--- src/rtl/i2cseq_pkg.sv ---
package i2cseq_pkg;

  // Transfer state of the running sequence
  typedef enum logic [2:0] {
    S_DONE,
    S_START,
    S_WRITE,
    S_READ,
    S_ERROR
  } xfer_st_e;

  // Internal phase of the walker
  typedef enum logic [1:0] {
    P_IDLE,   // no run
    P_WAIT,   // command issued, waiting for completion event
    P_NEXT,   // message boundary: look at next descriptor
    P_WDATA   // waiting for a byte on the write stream
  } phase_e;

  // Command request to the output register
  typedef enum logic [2:0] {
    K_NONE,
    K_START,
    K_WRITE,
    K_READ,
    K_STOP,
    K_ACK
  } cmd_kind_e;

endpackage

--- src/rtl/i2cseq_cmd_out.sv ---
module i2cseq_cmd_out
  import i2cseq_pkg::*;
(
  input  logic       clk,
  input  logic       rst,
  input  cmd_kind_e  kind,
  input  logic       nack,
  input  logic [7:0] data,
  output logic       cmd_valid,
  output logic       cmd_sta,
  output logic       cmd_sto,
  output logic       cmd_rd,
  output logic       cmd_wr,
  output logic       cmd_nack,
  output logic       cmd_iack,
  output logic [7:0] cmd_data
);

  logic carries_byte;
  assign carries_byte = (kind == K_START) || (kind == K_WRITE);

  always_ff @(posedge clk) begin
    if (rst) begin
      cmd_valid <= 1'b0;
      cmd_sta   <= 1'b0;
      cmd_sto   <= 1'b0;
      cmd_rd    <= 1'b0;
      cmd_wr    <= 1'b0;
      cmd_nack  <= 1'b0;
      cmd_iack  <= 1'b0;
      cmd_data  <= 8'h00;
    end else begin
      cmd_valid <= (kind != K_NONE);
      cmd_sta   <= (kind == K_START);
      cmd_sto   <= (kind == K_STOP);
      cmd_rd    <= (kind == K_READ);
      cmd_wr    <= carries_byte;
      cmd_nack  <= (kind == K_READ) && nack;
      // every command also clears the pending completion event
      cmd_iack  <= (kind != K_NONE);
      cmd_data  <= carries_byte ? data : 8'h00;
    end
  end

endmodule

--- src/rtl/i2cseq_budget.sv ---
module i2cseq_budget #(
  parameter int TO_W = 16
) (
  input  logic            clk,
  input  logic            rst,
  input  logic            run,
  input  logic [TO_W-1:0] limit,
  output logic            expire
);

  logic [TO_W-1:0] cnt;

  always_ff @(posedge clk) begin
    if (rst || !run) cnt <= '0;
    else if (cnt != {TO_W{1'b1}}) cnt <= cnt + TO_W'(1);
  end

  assign expire = run && (limit != '0) && (cnt >= limit);

  // the owner aborts the run once the budget is used, so the count never overshoots
  a_r10_count_bounded: assert property (@(posedge clk) disable iff (rst)
    (run && limit != '0 && $stable(limit)) |-> (cnt <= limit));

endmodule

--- src/rtl/i2c_msg_seq.sv ---
module i2c_msg_seq
  import i2cseq_pkg::*;
#(
  parameter int MAX_MSGS = 8,
  parameter int LEN_W    = 8,
  parameter int TO_W     = 16,
  localparam int IDX_W   = $clog2(MAX_MSGS + 1)
) (
  input  logic             clk,
  input  logic             rst,
  input  logic             go,
  input  logic [IDX_W-1:0] msg_count,
  input  logic [TO_W-1:0]  timeout_cycles,
  output logic [IDX_W-1:0] desc_idx,
  input  logic [6:0]       desc_addr,
  input  logic             desc_rd,
  input  logic [LEN_W-1:0] desc_len,
  input  logic             desc_nostart,
  input  logic [7:0]       wr_data,
  input  logic             wr_valid,
  output logic             wr_ready,
  output logic [7:0]       rd_data,
  output logic             rd_valid,
  output logic             cmd_valid,
  output logic             cmd_sta,
  output logic             cmd_sto,
  output logic             cmd_rd,
  output logic             cmd_wr,
  output logic             cmd_nack,
  output logic             cmd_iack,
  output logic [7:0]       cmd_data,
  input  logic             evt_done,
  input  logic             evt_nack,
  input  logic             evt_arb,
  input  logic [7:0]       evt_rx,
  output logic             busy,
  output logic             fin_ok,
  output logic             fin_err
);

  xfer_st_e         pst, pst_n;
  phase_e           ph, ph_n;
  logic [IDX_W-1:0] idx, idx_n;
  logic [LEN_W-1:0] pos, pos_n, pos_t;
  logic             ok_n, err_n, rdv_n, cont;
  logic [7:0]       rdd_n;
  cmd_kind_e        req;
  logic             rq_nack;
  logic [7:0]       rq_data;
  logic             run, tmo;
  xfer_st_e         dir_st;

  assign dir_st   = desc_rd ? S_READ : S_WRITE;
  assign desc_idx = idx;
  assign busy     = (ph != P_IDLE);
  assign wr_ready = (ph == P_WDATA) && !tmo;
  assign run      = (ph != P_IDLE) && (pst != S_DONE) && (pst != S_ERROR);

  i2cseq_budget #(.TO_W(TO_W)) u_budget (
    .clk    (clk),
    .rst    (rst),
    .run    (run),
    .limit  (timeout_cycles),
    .expire (tmo)
  );

  always_comb begin
    pst_n   = pst;
    ph_n    = ph;
    idx_n   = idx;
    pos_n   = pos;
    pos_t   = pos;
    req     = K_NONE;
    rq_nack = 1'b0;
    rq_data = 8'h00;
    ok_n    = 1'b0;
    err_n   = 1'b0;
    rdv_n   = 1'b0;
    rdd_n   = rd_data;
    cont    = 1'b0;

    unique case (ph)
      P_IDLE: begin
        if (go) begin
          pst_n   = S_START;
          ph_n    = P_WAIT;
          pos_n   = '0;
          req     = K_START;
          rq_data = {desc_addr, desc_rd};
        end
      end
      P_WAIT: begin
        if (evt_done) begin
          if (pst == S_DONE || pst == S_ERROR) begin
            // closing STOP has completed
            req   = K_ACK;
            ph_n  = P_IDLE;
            idx_n = '0;
            ok_n  = (pst == S_DONE);
            err_n = (pst == S_ERROR);
          end else if (evt_arb) begin
            pst_n = S_ERROR;
            req   = K_STOP;
          end else if (pst == S_START || pst == S_WRITE) begin
            if (evt_nack) begin
              pst_n = S_ERROR;
              req   = K_STOP;
            end else begin
              pst_n = dir_st;
              cont  = 1'b1;
            end
          end else begin
            rdv_n = 1'b1;
            rdd_n = evt_rx;
            pos_t = pos + LEN_W'(1);
            cont  = 1'b1;
          end
        end
      end
      P_NEXT: begin
        if (idx == msg_count) begin
          pst_n = S_DONE;
          req   = K_STOP;
          ph_n  = P_WAIT;
        end else if (!desc_nostart) begin
          pst_n   = S_START;
          req     = K_START;
          rq_data = {desc_addr, desc_rd};
          ph_n    = P_WAIT;
        end else begin
          pst_n = dir_st;
          pos_t = '0;
          cont  = 1'b1;
        end
      end
      P_WDATA: begin
        if (wr_valid) begin
          req     = K_WRITE;
          rq_data = wr_data;
          pos_n   = pos + LEN_W'(1);
          ph_n    = P_WAIT;
        end
      end
    endcase

    // shared continuation: end of message, or next data command
    if (cont) begin
      pos_n = pos_t;
      if (pos_t == desc_len) begin
        ph_n  = P_NEXT;
        idx_n = idx + IDX_W'(1);
        pos_n = '0;
      end else if (pst_n == S_READ) begin
        req     = K_READ;
        rq_nack = ((pos_t + LEN_W'(1)) == desc_len);
        ph_n    = P_WAIT;
      end else begin
        ph_n = P_WDATA;
      end
    end

    // cycle budget overrides everything
    if (tmo) begin
      pst_n = S_ERROR;
      ph_n  = P_IDLE;
      idx_n = '0;
      pos_n = '0;
      req   = K_NONE;
      ok_n  = 1'b0;
      err_n = 1'b1;
      rdv_n = 1'b0;
    end
  end

  always_ff @(posedge clk) begin
    if (rst) begin
      pst      <= S_DONE;
      ph       <= P_IDLE;
      idx      <= '0;
      pos      <= '0;
      fin_ok   <= 1'b0;
      fin_err  <= 1'b0;
      rd_valid <= 1'b0;
      rd_data  <= 8'h00;
    end else begin
      pst      <= pst_n;
      ph       <= ph_n;
      idx      <= idx_n;
      pos      <= pos_n;
      fin_ok   <= ok_n;
      fin_err  <= err_n;
      rd_valid <= rdv_n;
      rd_data  <= rdd_n;
    end
  end

  i2cseq_cmd_out u_cmd (
    .clk       (clk),
    .rst       (rst),
    .kind      (req),
    .nack      (rq_nack),
    .data      (rq_data),
    .cmd_valid (cmd_valid),
    .cmd_sta   (cmd_sta),
    .cmd_sto   (cmd_sto),
    .cmd_rd    (cmd_rd),
    .cmd_wr    (cmd_wr),
    .cmd_nack  (cmd_nack),
    .cmd_iack  (cmd_iack),
    .cmd_data  (cmd_data)
  );

  // a run begins with a START and raises busy
  a_r2_go_starts: assert property (@(posedge clk) disable iff (rst)
    (!busy && go) |=> (busy && cmd_valid && cmd_sta && cmd_wr));

  // a stream handshake turns into a write command next cycle
  a_r3_pop_writes: assert property (@(posedge clk) disable iff (rst)
    (wr_ready && wr_valid) |=> (cmd_valid && cmd_wr && !cmd_sta));

  // a clean read event emits the byte
  a_r4_read_emits: assert property (@(posedge clk) disable iff (rst)
    (ph == P_WAIT && pst == S_READ && evt_done && !evt_arb && !tmo)
    |=> (rd_valid && rd_data == $past(evt_rx)));

  // NACK after address or write byte forces STOP
  a_r7_nack_stops: assert property (@(posedge clk) disable iff (rst)
    (ph == P_WAIT && evt_done && evt_nack && !evt_arb && !tmo &&
     (pst == S_START || pst == S_WRITE)) |=> (cmd_valid && cmd_sto));

  // arbitration loss before the closing STOP forces STOP
  a_r8_arb_stops: assert property (@(posedge clk) disable iff (rst)
    (ph == P_WAIT && evt_done && evt_arb && !tmo &&
     pst != S_DONE && pst != S_ERROR) |=> (cmd_valid && cmd_sto && !rd_valid));

  // a finish pulse leaves the block idle and never reports both results
  a_r9_fin_idle: assert property (@(posedge clk) disable iff (rst)
    (fin_ok || fin_err) |-> (!busy && !(fin_ok && fin_err)));

endmodule

--- config.mk ---
export PLATFORM = sky130hd
export DESIGN_NAME = i2c_msg_seq
export DESIGN_NICKNAME = d
export VERILOG_FILES = /design/src/rtl/i2cseq_pkg.sv /design/src/rtl/i2cseq_cmd_out.sv /design/src/rtl/i2cseq_budget.sv /design/src/rtl/i2c_msg_seq.sv
export SDC_FILE = /design/constraint.sdc
export NUM_CORES = 1
export LEC_CHECK = 0
export BUFFER_PORTS_ARGS = -buffer_cell sky130_fd_sc_hd__buf_2
export CORE_AREA = 2 2 106 108
export DETAILED_ROUTE_END_ITERATION = 10
export DIE_AREA = 0 0 108 110
export PLACE_DENSITY_LB_ADDON = 0.1
export SLEW_MARGIN = 5
export SYNTH_ARGS = -nofsm -noshare
export SYNTH_HDL_FRONTEND = slang
export SYNTH_HIERARCHICAL = 1
export SYNTH_SLANG_ARGS = --single-unit
--- constraint.sdc ---
create_clock -name clk -period 3.25 [get_ports clk]
set_clock_uncertainty 0.15 [all_clocks]
set_input_delay 0.1625 -clock clk [delete_from_list [all_inputs] [get_ports clk]]
set_output_delay 0.1625 -clock clk [all_outputs]
set_load 0.01 [all_outputs]
Yosys cells after proc, flatten, opt, wreduce, memory -nomap -nowiden --
Index checks and enable logic that the tools add are counted.
Storage, ports and cells: flip-flop bits (word level) 58, output and inout bits 32, logic and storage cells 148, input bits 60
Operators by class: add/sub/neg operators 4, reduce and logical (&&, ||, !) cells 26, bitwise logic cells 6, muxes and demuxes 73, $lt $le $gt $ge 1, eq/ne operators 21
Operators by type and width (number):
- 8-bit 2-to-1 mux | 14
- 3-bit 2-to-1 mux | 17
- 8-bit case mux with 2 select lines | 2
- 2-bit 2-to-1 mux | 12
- 8-bit case mux with 3 select lines | 1
- 4-bit 2-to-1 mux | 5
- 1-bit 2-to-1 mux | 18
- 16-bit by 1-bit adder with 16-bit output, second input constant | 1
- 8-bit by 1-bit adder with 8-bit output, second input constant | 2
- 8-bit == test | 2
- 16-bit >= comparator | 1
- 16-bit inequality test, second input constant | 1
- 16-bit nonzero test | 1
- 3-bit inequality test, second input constant | 5
- 3-bit by 2-bit == test with 1-bit output, second input constant | 4
- 3-bit case mux with 4 select lines | 1
- 5-bit AND reduction | 2
- 3-bit case mux with 3 select lines | 1
- 3-bit nonzero test | 3
- 2-bit case mux with 4 select lines | 1
- 3-bit by 1-bit == test with 1-bit output, second input constant | 2
- 3-bit == test, second input constant | 2
- 1-bit logical AND | 6
- 1-bit NOT | 6
- 15 further kinds | 21

Longest topological paths before layout --
depth after elaboration 16, gate-level depth with buffers 15, depth with buffers taken out 12

Modules after synthesis --
Netlist, hierarchy kept.
By module, submodules not included:
- i2c_msg_seq | cells each 366, area an instance 2611.3 um^2, sequential area each 560.5 um^2, times used 1
- i2cseq_budget | cells each 146, area an instance 1182.4 um^2, sequential area each 320.3 um^2, times used 1
- i2cseq_cmd_out | cells each 33, area an instance 412.9 um^2, sequential area each 280.3 um^2, times used 1

Least setup slack after synthesis --
Ideal clock, no wire load.
kind register -> register, from register ph[0], to register u_cmd.cmd_rd, stages on the path, launching flop included 16, arrival 3306 ps, slack -323 ps, required time 2984 ps, period minus slack after synthesis 3573 ps, path buffers 3, library setup time 116 ps, path through dfxtp_1 > inv_1 > ha_1 > clkbuf_1 > and2_1 > o41ai_4 > a22o_1 > a221oi_2 > o211ai_1 > or4_1 > buf_2 > nand3_1 > and3_1 > nor2_1 > clkbuf_1 > and3_2
On the way: word-level cells in the longest chain between the ends 8, elaborated cells between the ends (all ways) 20, classes of those cells 6 x eq/ne; 8 x mux; 6 x reduce/logical
Ends and longest elaborated chain:
- start, declared | RTL line i2c_msg_seq.sv:42 | phase_e ph, ph_n;
- start signal, assigned | RTL line i2c_msg_seq.sv:187 | ph <= ph_n;
- 2-bit == test (tied with other cells) | RTL line i2c_msg_seq.sv:82 | unique case (ph)
- 3-bit case mux with 3 select lines | RTL line i2c_msg_seq.sv:82
- 3-bit by 2-bit == test with 1-bit output | RTL line i2c_msg_seq.sv:153 | end else if (pst_n == S_READ) begin
- 3-bit 2-to-1 mux | RTL line i2c_msg_seq.sv:153
- 3-bit 2-to-1 mux | RTL line i2c_msg_seq.sv:149 | if (pos_t == desc_len) begin
- 3-bit 2-to-1 mux | RTL line i2c_msg_seq.sv:147 | if (cont) begin
- 3-bit 2-to-1 mux * | RTL line i2c_msg_seq.sv:163 | if (tmo) begin
- named net req[2] | RTL line i2c_msg_seq.sv:47 | cmd_kind_e req;
- 3-bit by 2-bit == test with 1-bit output * | RTL line i2cseq_cmd_out.sv:36 | cmd_rd <= (kind == K_READ);
- end signal, assigned | RTL line i2cseq_cmd_out.sv:36
- end, declared | RTL line i2cseq_cmd_out.sv:12 | output logic cmd_rd,
The timed path passes the listed nets; every way through them passes the cells marked *. A chain may end at the register's enable or synchronous reset.

Final worst setup path --
from register ph[0], to register idx[0] (netlist: desc_idx[0])
On the way: word-level cells in the longest chain between the ends 6, elaborated cells between the ends (all ways) 14, classes of those cells 3 x eq/ne; 5 x mux; 6 x reduce/logical
Ends and longest elaborated chain:
- branches (longest 6 deep; another with 8-bit case mux with 2 select lines)
- end signal, assigned | RTL line i2c_msg_seq.sv:188 | idx <= idx_n;
- end, declared | RTL line i2c_msg_seq.sv:43 | logic [IDX_W-1:0] idx, idx_n;
Several ways; the timed one is not identified.

==> results.json <==
{
  "status": "completed",
  "syn-num-nets": 630,
  "synth-seq-area-share_pct": 27.6,
  "slew_headroom_pct": 58.8,
  "layout-drive-gt1-share_pct": 32.0,
  "setup_viol": 0,
  "syn_area_um2": 4210,
  "reg2reg_depth": 11,
  "rrSetupSlack_ns": 0.002,
  "max-vdd-ir-drop_mv": 0.215,
  "drt_iter0_drc": 313,
  "synth-seq-cells": 58,
  "cts_tree": "done",
  "dr.pass1.iters": 5,
  "drc": 0,
  "rows": 38,
  "synth-edff-count": 0,
  "die_x_um": 108,
  "cp-startpoint": "ph[0]",
  "hpwl_mm": 10.4,
  "insertion_delay_ns": 0.35,
  "rsz0062_at_grt": "yes",
  "worstHoldStart": "wr_data[0]",
  "power.density_nw_per_um2": 339,
  "grt_pass1_vias": 4268,
  "yosys_most_used_dff": "dfxtp_1",
  "ys_types": 81,
  "dp_cells": 814,
  "nNetsFinal": 787,
  "ant_nets": 0,
  "num_vias": 4735,
  "antenna_found_initial": 0,
  "final_common_cell": "buf_2",
  "ctsRootBufferMaster": "clkbuf_8",
  "htree_levels": 3,
  "die-height_um": 110,
  "worst_pin_slew_ns": 0.616,
  "cellLeakagePower_uw": 0.00253,
  "crit_family": "simple AND/OR/NAND/NOR gates",
  "drv_cap": 0,
  "cp-endpoint": "desc_idx[0]",
  "fin_crit_ns": 3.25,
  "fmax_ghz": 0.308,
  "utilization_pct": 53.4,
  "grt_max_degree": 19,
  "period_share_pct": 99.9,
  "netlist_instances": 545,
  "clk_pin_slew_worst_paths_ns": 0.09,
  "criticalPathCategory": "flip-flop to flip-flop",
  "drt-vias-per-instance": 5.59,
  "whs_ns": 0.0379,
  "grt_usage_pct": 22.3,
  "routedWlPerCell_um": 16.0,
  "dieArea_um2": 11900,
  "start_kind": "flip-flop",
  "cp_max_fo": 14,
  "r2r-end": "desc_idx[0]",
  "hp-class": "primary input to flip-flop",
  "diodes": 0,
  "clock_sinks": 58,
  "grt-ovfl-total": 0,
  "syn_to_final_growth_pct": 35.9,
  "initial_core_util_pct": 39.3,
  "gp_congestion": 0.950,
  "endpoint_kind": "flip-flop",
  "crit_buf_inv": 2,
  "dp_slack_ns": -0.107,
  "critPathSlowestCell": "or4_4",
  "grt_pass1_wl_mm": 20.9,
  "fin_ws_ns": 0.00220,
  "max_stage_delay_ns": 0.53,
  "worst-path-stages": 11,
  "required_ns": 3.39,
  "core_area_um2": 10700,
  "hold_violations": 0,
  "ys_warn_count": 6,
  "final_cell_mix": "91 x buf_2, 66 x buf_4, 56 x dfxtp_1, 47 x nand2_1, 46 x nor2_1",
  "worstPathCellList": "inv_2 -> ha_4 -> and4b_2 -> a31o_4 -> or3b_1 -> o2111ai_1 -> o211ai_1 -> or4_4 -> buf_4 -> or3_1 -> a21oi_1",
  "finalNonFillerCells": 847,
  "async_flop_share_pct": 0,
  "cts_buffers": 9,
  "syn_avg_cell_area_um2": 7.72,
  "fin_setup_tns_ns": 0,
  "r2r_start": "ph[0]",
  "drv_slew": 0,
  "io_pins": 92,
  "numPortBuffers": 91,
  "cts_buffer_depth": 2,
  "wirelength_mm": 13.6,
  "crit_arrival_ns": 3.39
}
## stage by stage
step           cell area, um2  power [uW]
6_report                 5720        1940
5_1_grt                  5720        2030
4_1_cts                  5530        1910
3_5_place_dp             5220        1200
3_3_place_gp             5220        1190
2_1_floorplan            4260        1010
## worst min-delay path, cell delays in order
cell     delay (ns)
buf_2          0.08
a22oi_1        0.05
nor2_1         0.08
and3_1         0.13
## layer usage
metal,vias up,part of all wire [%],global-route usage [%]
li1,2328,-,-
met1,2209,44,29.9
met2,177,47,37.1
met3,21,7.0,3.64
met4,0,1.5,6.59
met5,-,0,0
## cells in the mapped netlist, drive strengths merged (5+ instances only)
master | n | area share, %
nor2 | 48 | 4.3
and3 | 20 | 3.2
clkbuf | 15 | 1.3
a211oi | 5 | 1.0
nor4 | 6 | 0.89
nor2b | 13 | 1.9
o211ai | 8 | 1.4
and4 | 5 | 1.1
xnor2 | 17 | 3.5
a41oi | 5 | 1.2
xor2 | 6 | 1.4
a21oi | 35 | 4.2
nand3 | 39 | 4.6
a22oi | 11 | 2.0
ha | 25 | 7.4
nor3 | 11 | 1.6
a21boi | 7 | 1.2
inv | 34 | 3.0
buf | 7 | 0.98
nand2 | 48 | 4.3
a31oi | 14 | 2.1
nand4 | 10 | 1.8
o21ai | 23 | 2.7
dfxtp | 58 | 28
a21o | 6 | 1.1
and2 | 9 | 1.4
## where the power goes
group          switching (uW)  total (uW)  internal [uW]
clock network             339         699            360
logic                     268         497            229
registers                11.8         741            729
total                     618        1940           1320
## state kept, by name, summed over array words and instances, names as in the netlist
name	flops
fin_ok	1
u_cmd/cmd_wr	1
u_budget/cnt	16
pst	3
rd_valid	1
u_cmd/cmd_data	8
u_cmd/cmd_iack	1
ph	2
u_cmd/cmd_sta	1
u_cmd/cmd_rd	1
fin_err	1
rd_data	8
u_cmd/cmd_sto	1
u_cmd/cmd_nack	1
pos	8
desc_idx	4
## worst min-delay path by stage
| stage | endpoint | cells past startpoint |
|---|---|---|
| finish | u_cmd/cmd_data[0] | 4 |
| global route | u_cmd/cmd_data[3] | 4 |
| CTS | u_cmd/cmd_data[7] | 4 |
| detailed placement | rd_data[3] | 3 |
| global placement | rd_data[3] | 3 |
| floorplan | u_cmd/cmd_iack | 1 |
## area by class of cell
class                           count  area, um2
Fill cell                        1067       4980
Tap cell                          140        175
Clock buffer                        9        124
Multi-Input combinational cell    432       2990
Timing Repair Buffer              167       1050
Sequential cell                    58       1160
Clock inverter                      7       77.6
Inverter                           34        128
## cell families after synthesis
logic type,share of synthesized area (%)
AND/OR/NAND/NOR,28.9
AO/OA/AOI/OAI,25.1
flip-flops,27.6
buffers and inverters,5.35
adder cells (fa/ha/maj),7.76
XOR/XNOR,4.97
multiplexers,0.238
## repair_timing
item | 4_1_cts | 5_1_grt
endpoints found under the hold margin | 8 | 0
pin swaps | 2 | 14
gates resized for setup | 4 | 27
gates cloned | 1 | 0
hold buffers | 8 | 0
setup buffers | 1 | 7
endpoints found under the setup margin | 13 | 16
Note: power is estimated with default switching activity, not from simulation.
